**config.mk**
```make
export PLATFORM = sky130hd
export DESIGN_NAME = owrs_rom_select
export DESIGN_NICKNAME = d
export VERILOG_FILES = /design/src/rtl/owrs_pkg.sv /design/src/rtl/owrs_cmd_shift.sv /design/src/rtl/owrs_id_cursor.sv /design/src/rtl/owrs_sel_fsm.sv /design/src/rtl/owrs_rom_select.sv
export SDC_FILE = /design/constraint.sdc
export NUM_CORES = 1
export LEC_CHECK = 0
export ABC_AREA = 1
export CORE_ASPECT_RATIO = 0.6
export CORE_MARGIN = 2
export CORE_UTILIZATION = 35
export DETAILED_ROUTE_END_ITERATION = 8
export REMOVE_ABC_BUFFERS = 1
export SLEW_MARGIN = 10
export SYNTH_ARGS = -nofsm -noshare
export SYNTH_HDL_FRONTEND = slang
export SYNTH_HIERARCHICAL = 1
export SYNTH_SLANG_ARGS = --single-unit
```
**constraint.sdc**
```tcl
create_clock -name clk -period 3.6 [get_ports clk]
set_input_delay 0.72 -clock clk [delete_from_list [all_inputs] [get_ports clk]]
set_output_delay 0.72 -clock clk [all_outputs]
set_load 0.005 [all_outputs]
```
**src/rtl/owrs_pkg.sv**
```systemverilog
package owrs_pkg;

   typedef enum logic [2:0] {
      ST_CAPTURE  = 3'd0,
      ST_MATCH    = 3'd1,
      ST_SEARCH   = 3'd2,
      ST_SELECTED = 3'd3,
      ST_DROPPED  = 3'd4
   } rom_state_t;

   typedef enum logic [1:0] {
      PH_TRUE = 2'd0,
      PH_INV  = 2'd1,
      PH_DIR  = 2'd2
   } search_phase_t;

endpackage

```
**src/rtl/owrs_cmd_shift.sv**
```systemverilog
module owrs_cmd_shift #(
   parameter int CMD_W = 8
) (
   input  logic             clk,
   input  logic             rst_n,
   input  logic             clear,
   input  logic             enable,
   input  logic             bit_in,
   output logic             byte_done,
   output logic [CMD_W-1:0] byte_val
);
   localparam int CW = (CMD_W > 1) ? $clog2(CMD_W) : 1;
   localparam logic [CW-1:0] LAST_CNT = CW'(CMD_W - 1);

   logic [CMD_W-1:0] sr_q;
   logic [CW-1:0]    cnt_q;

   assign byte_done = enable && (cnt_q == LAST_CNT);
   assign byte_val  = {bit_in, sr_q[CMD_W-1:1]};

   always_ff @(posedge clk or negedge rst_n) begin
      if (!rst_n) begin
         sr_q  <= '0;
         cnt_q <= '0;
      end else if (clear) begin
         sr_q  <= '0;
         cnt_q <= '0;
      end else if (enable) begin
         sr_q  <= {bit_in, sr_q[CMD_W-1:1]};
         cnt_q <= byte_done ? '0 : cnt_q + 1'b1;
      end
   end

   AST_CMD_COUNT_RESTART: assert property (@(posedge clk) disable iff (!rst_n)
      clear |=> (cnt_q == '0));

endmodule

```
**src/rtl/owrs_id_cursor.sv**
```systemverilog
module owrs_id_cursor #(
   parameter int                   ID_BITS  = 64,
   parameter logic [ID_BITS-1:0]   ROM_ID   = '0,
   parameter bit                   SHIFT_ID = 1'b0
) (
   input  logic clk,
   input  logic rst_n,
   input  logic clear,
   input  logic advance,
   output logic id_bit,
   output logic id_last
);
   localparam int IW = $clog2(ID_BITS);
   localparam logic [IW-1:0] LAST_IDX = IW'(ID_BITS - 1);

   logic [IW-1:0] idx_q;

   always_ff @(posedge clk or negedge rst_n) begin
      if (!rst_n)       idx_q <= '0;
      else if (clear)   idx_q <= '0;
      else if (advance) idx_q <= idx_q + 1'b1;
   end

   assign id_last = (idx_q == LAST_IDX);

   generate
      if (SHIFT_ID) begin : g_rotate
         logic [ID_BITS-1:0] rot_q;
         always_ff @(posedge clk or negedge rst_n) begin
            if (!rst_n)       rot_q <= ROM_ID;
            else if (clear)   rot_q <= ROM_ID;
            else if (advance) rot_q <= {rot_q[0], rot_q[ID_BITS-1:1]};
         end
         assign id_bit = rot_q[0];
      end else begin : g_index
         assign id_bit = ROM_ID[idx_q];
      end
   endgenerate

   AST_CURSOR_STEP: assert property (@(posedge clk) disable iff (!rst_n)
      (advance && !clear) |=> (idx_q == $past(idx_q) + 1'b1));
   AST_CURSOR_NO_WRAP: assert property (@(posedge clk) disable iff (!rst_n)
      !(advance && id_last));

endmodule

```
**src/rtl/owrs_sel_fsm.sv**
```systemverilog
module owrs_sel_fsm
   import owrs_pkg::*;
#(
   parameter int               CMD_W         = 8,
   parameter logic [CMD_W-1:0] CMD_SELECT    = 8'h55,
   parameter logic [CMD_W-1:0] CMD_SELECT_OD = 8'h69,
   parameter logic [CMD_W-1:0] CMD_SEARCH    = 8'hF0
) (
   input  logic             clk,
   input  logic             rst_n,
   input  logic             bus_rst,
   input  logic             rx_valid,
   input  logic             rx_bit,
   input  logic             tx_req,
   input  logic             cmd_done,
   input  logic [CMD_W-1:0] cmd_val,
   input  logic             id_bit,
   input  logic             id_last,
   output logic             cap_en,
   output logic             cur_adv,
   output logic             tx_bit,
   output logic             engaged,
   output logic             selected,
   output logic             overdrive
);
   rom_state_t    st_q, st_n;
   search_phase_t ph_q, ph_n;
   logic          odp_q, odp_n;
   logic          odo_q, odo_n;

   assign cap_en = (st_q == ST_CAPTURE) && rx_valid && !bus_rst;

   always_comb begin
      st_n    = st_q;
      ph_n    = ph_q;
      odp_n   = odp_q;
      odo_n   = odo_q;
      cur_adv = 1'b0;
      if (bus_rst) begin
         st_n  = ST_CAPTURE;
         ph_n  = PH_TRUE;
         odp_n = 1'b0;
         odo_n = 1'b0;
      end else begin
         case (st_q)
            ST_CAPTURE: begin
               if (cmd_done) begin
                  if (cmd_val == CMD_SELECT) begin
                     st_n = ST_MATCH;
                  end else if (cmd_val == CMD_SELECT_OD) begin
                     st_n  = ST_MATCH;
                     odp_n = 1'b1;
                  end else if (cmd_val == CMD_SEARCH) begin
                     st_n = ST_SEARCH;
                     ph_n = PH_TRUE;
                  end else begin
                     st_n = ST_DROPPED;
                  end
               end
            end
            ST_MATCH: begin
               if (rx_valid) begin
                  if (rx_bit != id_bit) begin
                     st_n = ST_DROPPED;
                  end else if (id_last) begin
                     st_n  = ST_SELECTED;
                     odo_n = odp_q;
                  end else begin
                     cur_adv = 1'b1;
                  end
               end
            end
            ST_SEARCH: begin
               case (ph_q)
                  PH_TRUE: if (tx_req) ph_n = PH_INV;
                  PH_INV:  if (tx_req) ph_n = PH_DIR;
                  PH_DIR: begin
                     if (rx_valid) begin
                        if (rx_bit != id_bit) begin
                           st_n = ST_DROPPED;
                        end else begin
                           ph_n = PH_TRUE;
                           if (id_last) st_n = ST_SELECTED;
                           else         cur_adv = 1'b1;
                        end
                     end
                  end
                  default: ph_n = PH_TRUE;
               endcase
            end
            default: ;
         endcase
      end
   end

   always_ff @(posedge clk or negedge rst_n) begin
      if (!rst_n) begin
         st_q  <= ST_CAPTURE;
         ph_q  <= PH_TRUE;
         odp_q <= 1'b0;
         odo_q <= 1'b0;
      end else begin
         st_q  <= st_n;
         ph_q  <= ph_n;
         odp_q <= odp_n;
         odo_q <= odo_n;
      end
   end

   always_comb begin
      tx_bit = 1'b1;
      if (st_q == ST_SEARCH) begin
         if (ph_q == PH_TRUE)     tx_bit = id_bit;
         else if (ph_q == PH_INV) tx_bit = ~id_bit;
      end
   end

   assign engaged   = (st_q != ST_DROPPED);
   assign selected  = (st_q == ST_SELECTED);
   assign overdrive = odo_q;

   AST_BUS_RESET_CLEARS: assert property (@(posedge clk) disable iff (!rst_n)
      bus_rst |=> (engaged && !selected && !overdrive && tx_bit));
   AST_DROP_STICKY: assert property (@(posedge clk) disable iff (!rst_n)
      (!engaged && !bus_rst) |=> !engaged);
   AST_OD_NEEDS_SELECT: assert property (@(posedge clk) disable iff (!rst_n)
      overdrive |-> selected);
   AST_DROPPED_RELEASES: assert property (@(posedge clk) disable iff (!rst_n)
      !engaged |-> tx_bit);
   AST_SELECTED_RELEASES: assert property (@(posedge clk) disable iff (!rst_n)
      selected |-> tx_bit);
   AST_SELECT_HOLDS: assert property (@(posedge clk) disable iff (!rst_n)
      (selected && !bus_rst) |=> (selected && $stable(overdrive)));

endmodule

```
**src/rtl/owrs_rom_select.sv**
```systemverilog
module owrs_rom_select #(
   parameter int                 ID_BITS       = 64,
   parameter logic [ID_BITS-1:0] ROM_ID        = 64'h8D3A_F061_52C9_E7B4,
   parameter int                 CMD_W         = 8,
   parameter logic [CMD_W-1:0]   CMD_SELECT    = 8'h55,
   parameter logic [CMD_W-1:0]   CMD_SELECT_OD = 8'h69,
   parameter logic [CMD_W-1:0]   CMD_SEARCH    = 8'hF0,
   parameter bit                 SHIFT_ID      = 1'b0
) (
   input  logic clk,
   input  logic rst_n,
   input  logic bus_rst,
   input  logic rx_valid,
   input  logic rx_bit,
   input  logic tx_req,
   output logic tx_bit,
   output logic engaged,
   output logic selected,
   output logic overdrive
);
   generate
      if (ID_BITS < 2) begin : g_chk_id
         $error("owrs_rom_select: ID_BITS must be at least 2");
      end
      if (CMD_W < 2) begin : g_chk_cmd
         $error("owrs_rom_select: CMD_W must be at least 2");
      end
      if (CMD_SELECT == CMD_SELECT_OD || CMD_SELECT == CMD_SEARCH
          || CMD_SELECT_OD == CMD_SEARCH) begin : g_chk_codes
         $error("owrs_rom_select: command codes must be distinct");
      end
   endgenerate

   logic             cap_en;
   logic             cmd_done;
   logic [CMD_W-1:0] cmd_val;
   logic             cur_adv;
   logic             id_bit;
   logic             id_last;

   owrs_cmd_shift #(.CMD_W(CMD_W)) u_cmd (
      .clk       (clk),
      .rst_n     (rst_n),
      .clear     (bus_rst),
      .enable    (cap_en),
      .bit_in    (rx_bit),
      .byte_done (cmd_done),
      .byte_val  (cmd_val)
   );

   owrs_id_cursor #(
      .ID_BITS  (ID_BITS),
      .ROM_ID   (ROM_ID),
      .SHIFT_ID (SHIFT_ID)
   ) u_cursor (
      .clk     (clk),
      .rst_n   (rst_n),
      .clear   (bus_rst),
      .advance (cur_adv),
      .id_bit  (id_bit),
      .id_last (id_last)
   );

   owrs_sel_fsm #(
      .CMD_W         (CMD_W),
      .CMD_SELECT    (CMD_SELECT),
      .CMD_SELECT_OD (CMD_SELECT_OD),
      .CMD_SEARCH    (CMD_SEARCH)
   ) u_fsm (
      .clk       (clk),
      .rst_n     (rst_n),
      .bus_rst   (bus_rst),
      .rx_valid  (rx_valid),
      .rx_bit    (rx_bit),
      .tx_req    (tx_req),
      .cmd_done  (cmd_done),
      .cmd_val   (cmd_val),
      .id_bit    (id_bit),
      .id_last   (id_last),
      .cap_en    (cap_en),
      .cur_adv   (cur_adv),
      .tx_bit    (tx_bit),
      .engaged   (engaged),
      .selected  (selected),
      .overdrive (overdrive)
   );

endmodule

```
After elaboration in Yosys (flattened, before gate mapping)
Memory sizes are Yosys's and may differ from the RTL's.
Cells that the tools add are included.
{"block": "classes", "add_sub_neg": 2, "magnitude_cmp": 1, "n_eq_ne": 23, "n_mux": 48, "bitwise_logic": 1, "n_reduce_logical": 20}
{"op": "$mux W3", "count": 12}
{"op": "$mux W1", "count": 19}
{"op": "$mux W2", "count": 9}
{"op": "$ne A3 B3 Y1 const B", "count": 6}
{"op": "$eq A8 B7 Y1 const B", "count": 2}
{"op": "$mux W8", "count": 2}
{"op": "$ne A4 B4 Y1 const B", "count": 4}
{"op": "$reduce_bool A2 Y1", "count": 8}
{"op": "$mux W6", "count": 2}
{"op": "$pmux W3 S3", "count": 1}
{"op": "$reduce_and A9 Y1", "count": 1}
{"op": "$eq A8 B8 Y1 const B", "count": 1}
{"op": "$reduce_and A4 Y1", "count": 2}
{"op": "$lt A6 B7 Y1 const B", "count": 1}
{"op": "$add A6 B1 Y6 const B", "count": 1}
{"op": "$eq A3 B2 Y1 const B", "count": 2}
{"op": "$eq A6 B6 Y1 const B", "count": 1}
{"op": "$pmux W2 S3", "count": 1}
{"op": "$ne A2 B2 Y1 const B", "count": 2}
{"op": "$pmux W2 S2", "count": 1}
{"op": "$reduce_bool A4 Y1", "count": 1}
{"op": "$add A3 B1 Y3 const B", "count": 1}
{"op": "$eq A3 B1 Y1 const B", "count": 1}
{"op": "$eq A3 B3 Y1 const B", "count": 1}
{"op": "other kinds (11)", "count": 13}
{"block": "word_totals", "reg_bits": 24, "mem_bits_ro": 64, "input_bits": 6, "out_inout_bits": 4, "word_cells": 103, "memories": 1}
{"name": "(no name shown)", "words": 64, "width": 1, "read_ports": 1, "rd_clocked_by_memory_dff": 0, "wr": 0, "line": "owrs_id_cursor.sv:36", "text": "assign id_bit = ROM_ID[idx_q];"}

Longest topological paths before layout
{"block": "logic_depth", "word_depth": 10, "ltp_mapped": 17, "depth_no_buf": 17}

Cells and area by module
The synthesis kept the hierarchy.
{"mod": "owrs_sel_fsm", "instances": 1, "cells_per_inst": 125, "area_each_um2": 695.7, "seq_area_each_um2": 175.2}
{"mod": "owrs_id_cursor", "instances": 1, "cells_per_inst": 75, "area_each_um2": 556.8, "seq_area_each_um2": 150.1}
{"mod": "owrs_cmd_shift", "instances": 1, "cells_per_inst": 53, "area_each_um2": 444.2, "seq_area_each_um2": 250.2}

Worst setup path before layout
OpenSTA, ideal clock, no wires.
{"block": "synth_path", "path_type": "register to register", "startpoint": "reg u_cursor.idx_q[0]", "endpoint": "reg u_cursor.idx_q[5]", "arrival_ps": 2337, "slack_ps": 1142, "stages_incl_launch_ff": 17, "n_path_buf": 0, "period_less_slack_ps": 2458, "path_cell_list": "dfrtp_1 -> inv_2 -> ha_1 -> o21ai_0 -> nand2_1 -> nand3_1 -> nand3_1 -> nand2_1 -> inv_1 -> nand2_1 -> nand3b_1 -> nor3_1 -> nor2_1 -> inv_2 -> nand3_2 -> o21ai_2 -> nor2_1"}
{"block": "synth_between", "elab_chain_len": 9, "elab_cells_between_ends": 14, "cone_classes": "add/sub (1); eq/ne (2); mux (9); reduce/logical (1); memory (1)"}
{"element": "start, declared", "line": "owrs_id_cursor.sv:16", "text": "logic [IW-1:0] idx_q;"}
{"element": "start signal, assigned", "line": "owrs_id_cursor.sv:21", "text": "else if (advance) idx_q <= idx_q + 1'b1;"}
{"element": "$mem_v2 Z64 W1 *"}
{"element": "$mux W1 (not written as such) *", "line": "owrs_id_cursor.sv:36"}
{"element": "named net id_bit", "line": "owrs_rom_select.sv:38", "text": "logic id_bit;"}
{"element": "$ne A1 B1 Y1 *", "line": "owrs_sel_fsm.sv:63, owrs_sel_fsm.sv:79"}
{"element": "$mux W1 *", "line": "owrs_sel_fsm.sv:63", "text": "if (rx_bit != id_bit) begin"}
{"element": "$mux W1 *", "line": "owrs_sel_fsm.sv:62", "text": "if (rx_valid) begin"}
{"element": "$mux W1", "line": "owrs_sel_fsm.sv:74", "text": "case (ph_q)"}
{"element": "$pmux W1 S2 *", "line": "owrs_sel_fsm.sv:45", "text": "case (st_q)"}
{"element": "$mux W1 *", "line": "owrs_sel_fsm.sv:39", "text": "if (bus_rst) begin"}
{"element": "named net cur_adv", "line": "owrs_rom_select.sv:37", "text": "logic cur_adv;"}
{"element": "$reduce_bool A2 Y1 (no source line) *"}
The timed path passes the listed nets; every way through them passes the cells marked *. The select of a mux whose other input is x is not followed.
A chain may end at the register's enable or synchronous reset.

Worst setup path in the final report
{"block": "layout_path", "startpoint": "reg u_cursor.idx_q[1]", "endpoint": "out tx_bit"}
{"block": "layout_between", "elab_chain_len": 6}
{"element": "$mem_v2 Z64 W1 *"}
{"element": "$mux W1 (not written as such) *", "line": "owrs_id_cursor.sv:36"}
{"element": "named net id_bit", "line": "owrs_rom_select.sv:38"}
{"element": "$not A1 Y1", "line": "owrs_sel_fsm.sv:114", "text": "else if (ph_q == PH_INV) tx_bit = ~id_bit;"}
{"element": "$mux W1", "line": "owrs_sel_fsm.sv:114"}
{"element": "$mux W1 *", "line": "owrs_sel_fsm.sv:113", "text": "if (ph_q == PH_TRUE) tx_bit = id_bit;"}
{"element": "$mux W1 *", "line": "owrs_sel_fsm.sv:112", "text": "if (st_q == ST_SEARCH) begin"}
{"element": "end, declared", "line": "owrs_rom_select.sv:16", "text": "output logic tx_bit,"}
Marks and branches as above.

==> metrics.yaml <==
critical_path:
  cp_common_cell: "nand3_1"
  slowest_delay_ns: 0.52
  required_ns: 2.88
  end_kind: "output port"
  cp-start-kind: "register"
  slowest_stage: "dfrtp_1"
  cp_cell_sequence: "inv_1 -> ha_1 -> o21ai_0 -> nand3_1 -> nand3_1 -> nand2_1 -> inv_1 -> o21ai_0 -> nand3_1 -> clkdlybuf4s50_1"
  crit_type: "register to output port"
  arrival_ns: 2.43
  critPathMaxFanout: 7
global_route:
  antenna_found_initial: 0
  met1_usage_pct: 23.9
  grt_pass1_wl_mm: 6.53
  grtUsageMet2_pct: 20.8
  track_usage_pct: 15.1
  grt-ovfl-total: 0
  busiest_layer: "met1"
  grt_util_met3_pct: 4.68
  grt_max_degree: 24
  grt_pass1_vias: 1434
cts:
  cts_num_sinks: 23
  clk_transition_reported_paths_ns: 0.09
  cts_tree: "built"
  cts_root_buf: "clkbuf_8"
  cts_max_level: 1
  cts_made_buffers: 3
  cts_setup_buffers: 0
  clk_path_buf_depth: 2
  insertion_delay_ns: 0.27
  cts_resized: 0
  holdBufCountCts: 0
sta:
  rsz0062_at_grt: "false"
  finClkSkew_ns: 0.00194
  drv_slew: 0
  fin_tns_setup_ns: 0
  setup_ws_ns: 0.445
  tightestPinTransition_ns: 0.637
  holdWs_ns: 0.492
  slew_headroom_pct: 57.2
  hold_viol_final: 0
  max_freq_mhz: 317
  period_needed_ns: 3.15
  fin_crit_sh_pct: 87.6
  setup_viol: 0
yosys:
  yosysTopAreaCellShare_pct: 33.9
  syn_area_mm2: 0.00170
  synthAdderAreaFrac_pct: 6.64
  synth-compound-area-share_pct: 8.26
  synth.mux.area_fraction_pct: 0
  synth_warnings: 6
  syn_avg_cell_area_um2: 6.71
  yosys.area.top_type: "dfrtp_1"
  synth_cell_types: 25
  netlist_instances: 253
  ys_ff_latch: 23
  synth_simple_gate_area_share_pct: 41.2
  ys_seq_area_share_pct: 33.9
  synth-xor-area-share_pct: 0
  synthTopCellsByArea: "dfrtp_1 (34%), nand2_1 (19%), nand3_1 (7.1%)"
  synth_top_family_by_area: "simple AND/OR/NAND/NOR gates"
placed_design:
  dp_hpwl_mm: 2.80
  place_congestion: 0.851
  port_buffers: 9
  dp_slack_ns: 0.750
routing:
  routedWlPerCell_um: 11.2
  wirelength_mm: 3.69
  drt-initial-drc-count: 114
  routed_via_density: 4.72
  ant_nets: 0
  num_vias: 1547
  drcViolationCount: 0
  drt_pass1_iterations: 4
floorplanning:
  initial_core_util_pct: 36.8
  rows: 19
  fp.dieH_um: 57.9
  coreArea_mm2: 0.00461
  fp.dieW_um: 93.9
  dieArea_mm2: 0.00544
  num_io_pins: 10
layout:
  fillers: 503
  regArea_um2: 576
  nNetsFinal: 281
  syn_to_final_growth_pct: 12.2
  drive_gt1_share_pct: 10.2
  multi_input_area_um2: 952
  diodes: 0
run:
  drv_cap: 0
outcome:
  outcome: "finished, final reports clean"
power_and_ir_drop:
  vdd_drop_max_v: 0.000152
  powerDensity_mw_per_mm2: 308
  p_leak_nw: 0.962
hold_path:
  hp-class: "register to register"
cell type report:
cell class	count	share of cell area, %
multi-input cells	189	50.0
well taps	63	4.14
inverters	38	7.50
flip-flops and latches	23	30.2
clock buffers	3	2.17
repair buffers	11	5.52
clock inverters	1	0.394
critical path: cells and delay by family, from the launching register on:
kind,cells,cell delay [ns]
AO/OA/AOI/OAI,2,0.23
adder cells (fa/ha/maj),1,0.33
buffers and inverters,3,0.73
flip-flops,1,0.52
AND/OR/NAND/NOR,4,0.35
Yosys cell counts, drive strengths merged:
cell type / count
a21oi: 9
a31oi: 1
buf: 3
dfrtp: 23
ha: 9
inv: 38
nand2: 89
nand3: 28
nand3b: 1
nand4: 2
nor2: 27
nor2b: 1
nor3: 6
o21ai: 14
o21bai: 2
registers in the layout (all words and copies together) (netlist names):
signal	count
u_cmd/cnt_q	3
u_cmd/sr_q	7
u_cursor/idx_q	6
u_fsm/odp_q	1
u_fsm/overdrive	1
u_fsm/ph_q	2
u_fsm/st_q	3
per-stage QoR:
stage / total power [mW] / util, % / area [um2] / cells
3_3_place_gp: 0.422 / 40.2 / 1850 / 324
5_1_grt: 0.628 / 41.3 / 1900 / 328
2_1_floorplan: 0.372 / - / 1670 / 250
6_report: 0.585 / 41.3 / 1900 / 328
4_1_cts: 0.595 / 41.3 / 1900 / 328
3_5_place_dp: 0.421 / 40.2 / 1850 / 324
worst paths after layout:
check	to	cells after the start	slack, ns	startpoint
min reg2reg	u_cmd/cnt_q[1]	2	0.49	u_cmd/cnt_q[1]
max reg2reg	u_cursor/idx_q[5]	16	0.70	u_cursor/idx_q[1]
max in group asynchronous	u_cmd/cnt_q[0]	2	2.56	rst_n
min	u_cmd/cnt_q[1]	2	0.49	u_cmd/cnt_q[1]
max	tx_bit	10	0.45	u_cursor/idx_q[1]
min in group asynchronous	u_fsm/ph_q[0]	2	0.80	rst_n
power by group:
part	switching [mW]	internal [mW]	total (mW)
logic	0.0839	0.0493	0.133
clock network	0.0909	0.0785	0.169
registers	0.0154	0.267	0.283
total	0.190	0.395	0.585
metal layers:
layer	routed length, um	part of all wire (%)	vias up
li1	-	-	823
met1	2040	55	686
met2	1360	37	36
met3	264	7.2	2
met4	12	0.33	0
met5	0	0	-
kinds of logic after synthesis:
kind of cell | after synthesis
AO/OA/AOI/OAI | 26
adder cells (fa/ha/maj) | 9
buffers and inverters | 41
flip-flops | 23
AND/OR/NAND/NOR | 154
cell usage in the layout (no fill, tap or decap):
cell / instances
a31oi_1: 1
nor2_2: 3
a21oi_1: 9
buf_4: 2
nand4_1: 2
clkinvlp_4: 1
nor3_2: 1
nor2_4: 3
ha_1: 9
nor3_1: 5
nand2_2: 2
o21ai_2: 1
nand2_4: 1
nand2_1: 86
clkbuf_8: 3
dfrtp_1: 23
nor2b_1: 1
inv_2: 6
nand3_1: 24
o21bai_1: 2
inv_1: 32
nor2_1: 21
nand3_2: 4
o21ai_0: 11
nand3b_1: 1
o21ai_1: 2
clkdlybuf4s50_1: 9
Note: power is estimated with default switching activity, not from simulation.
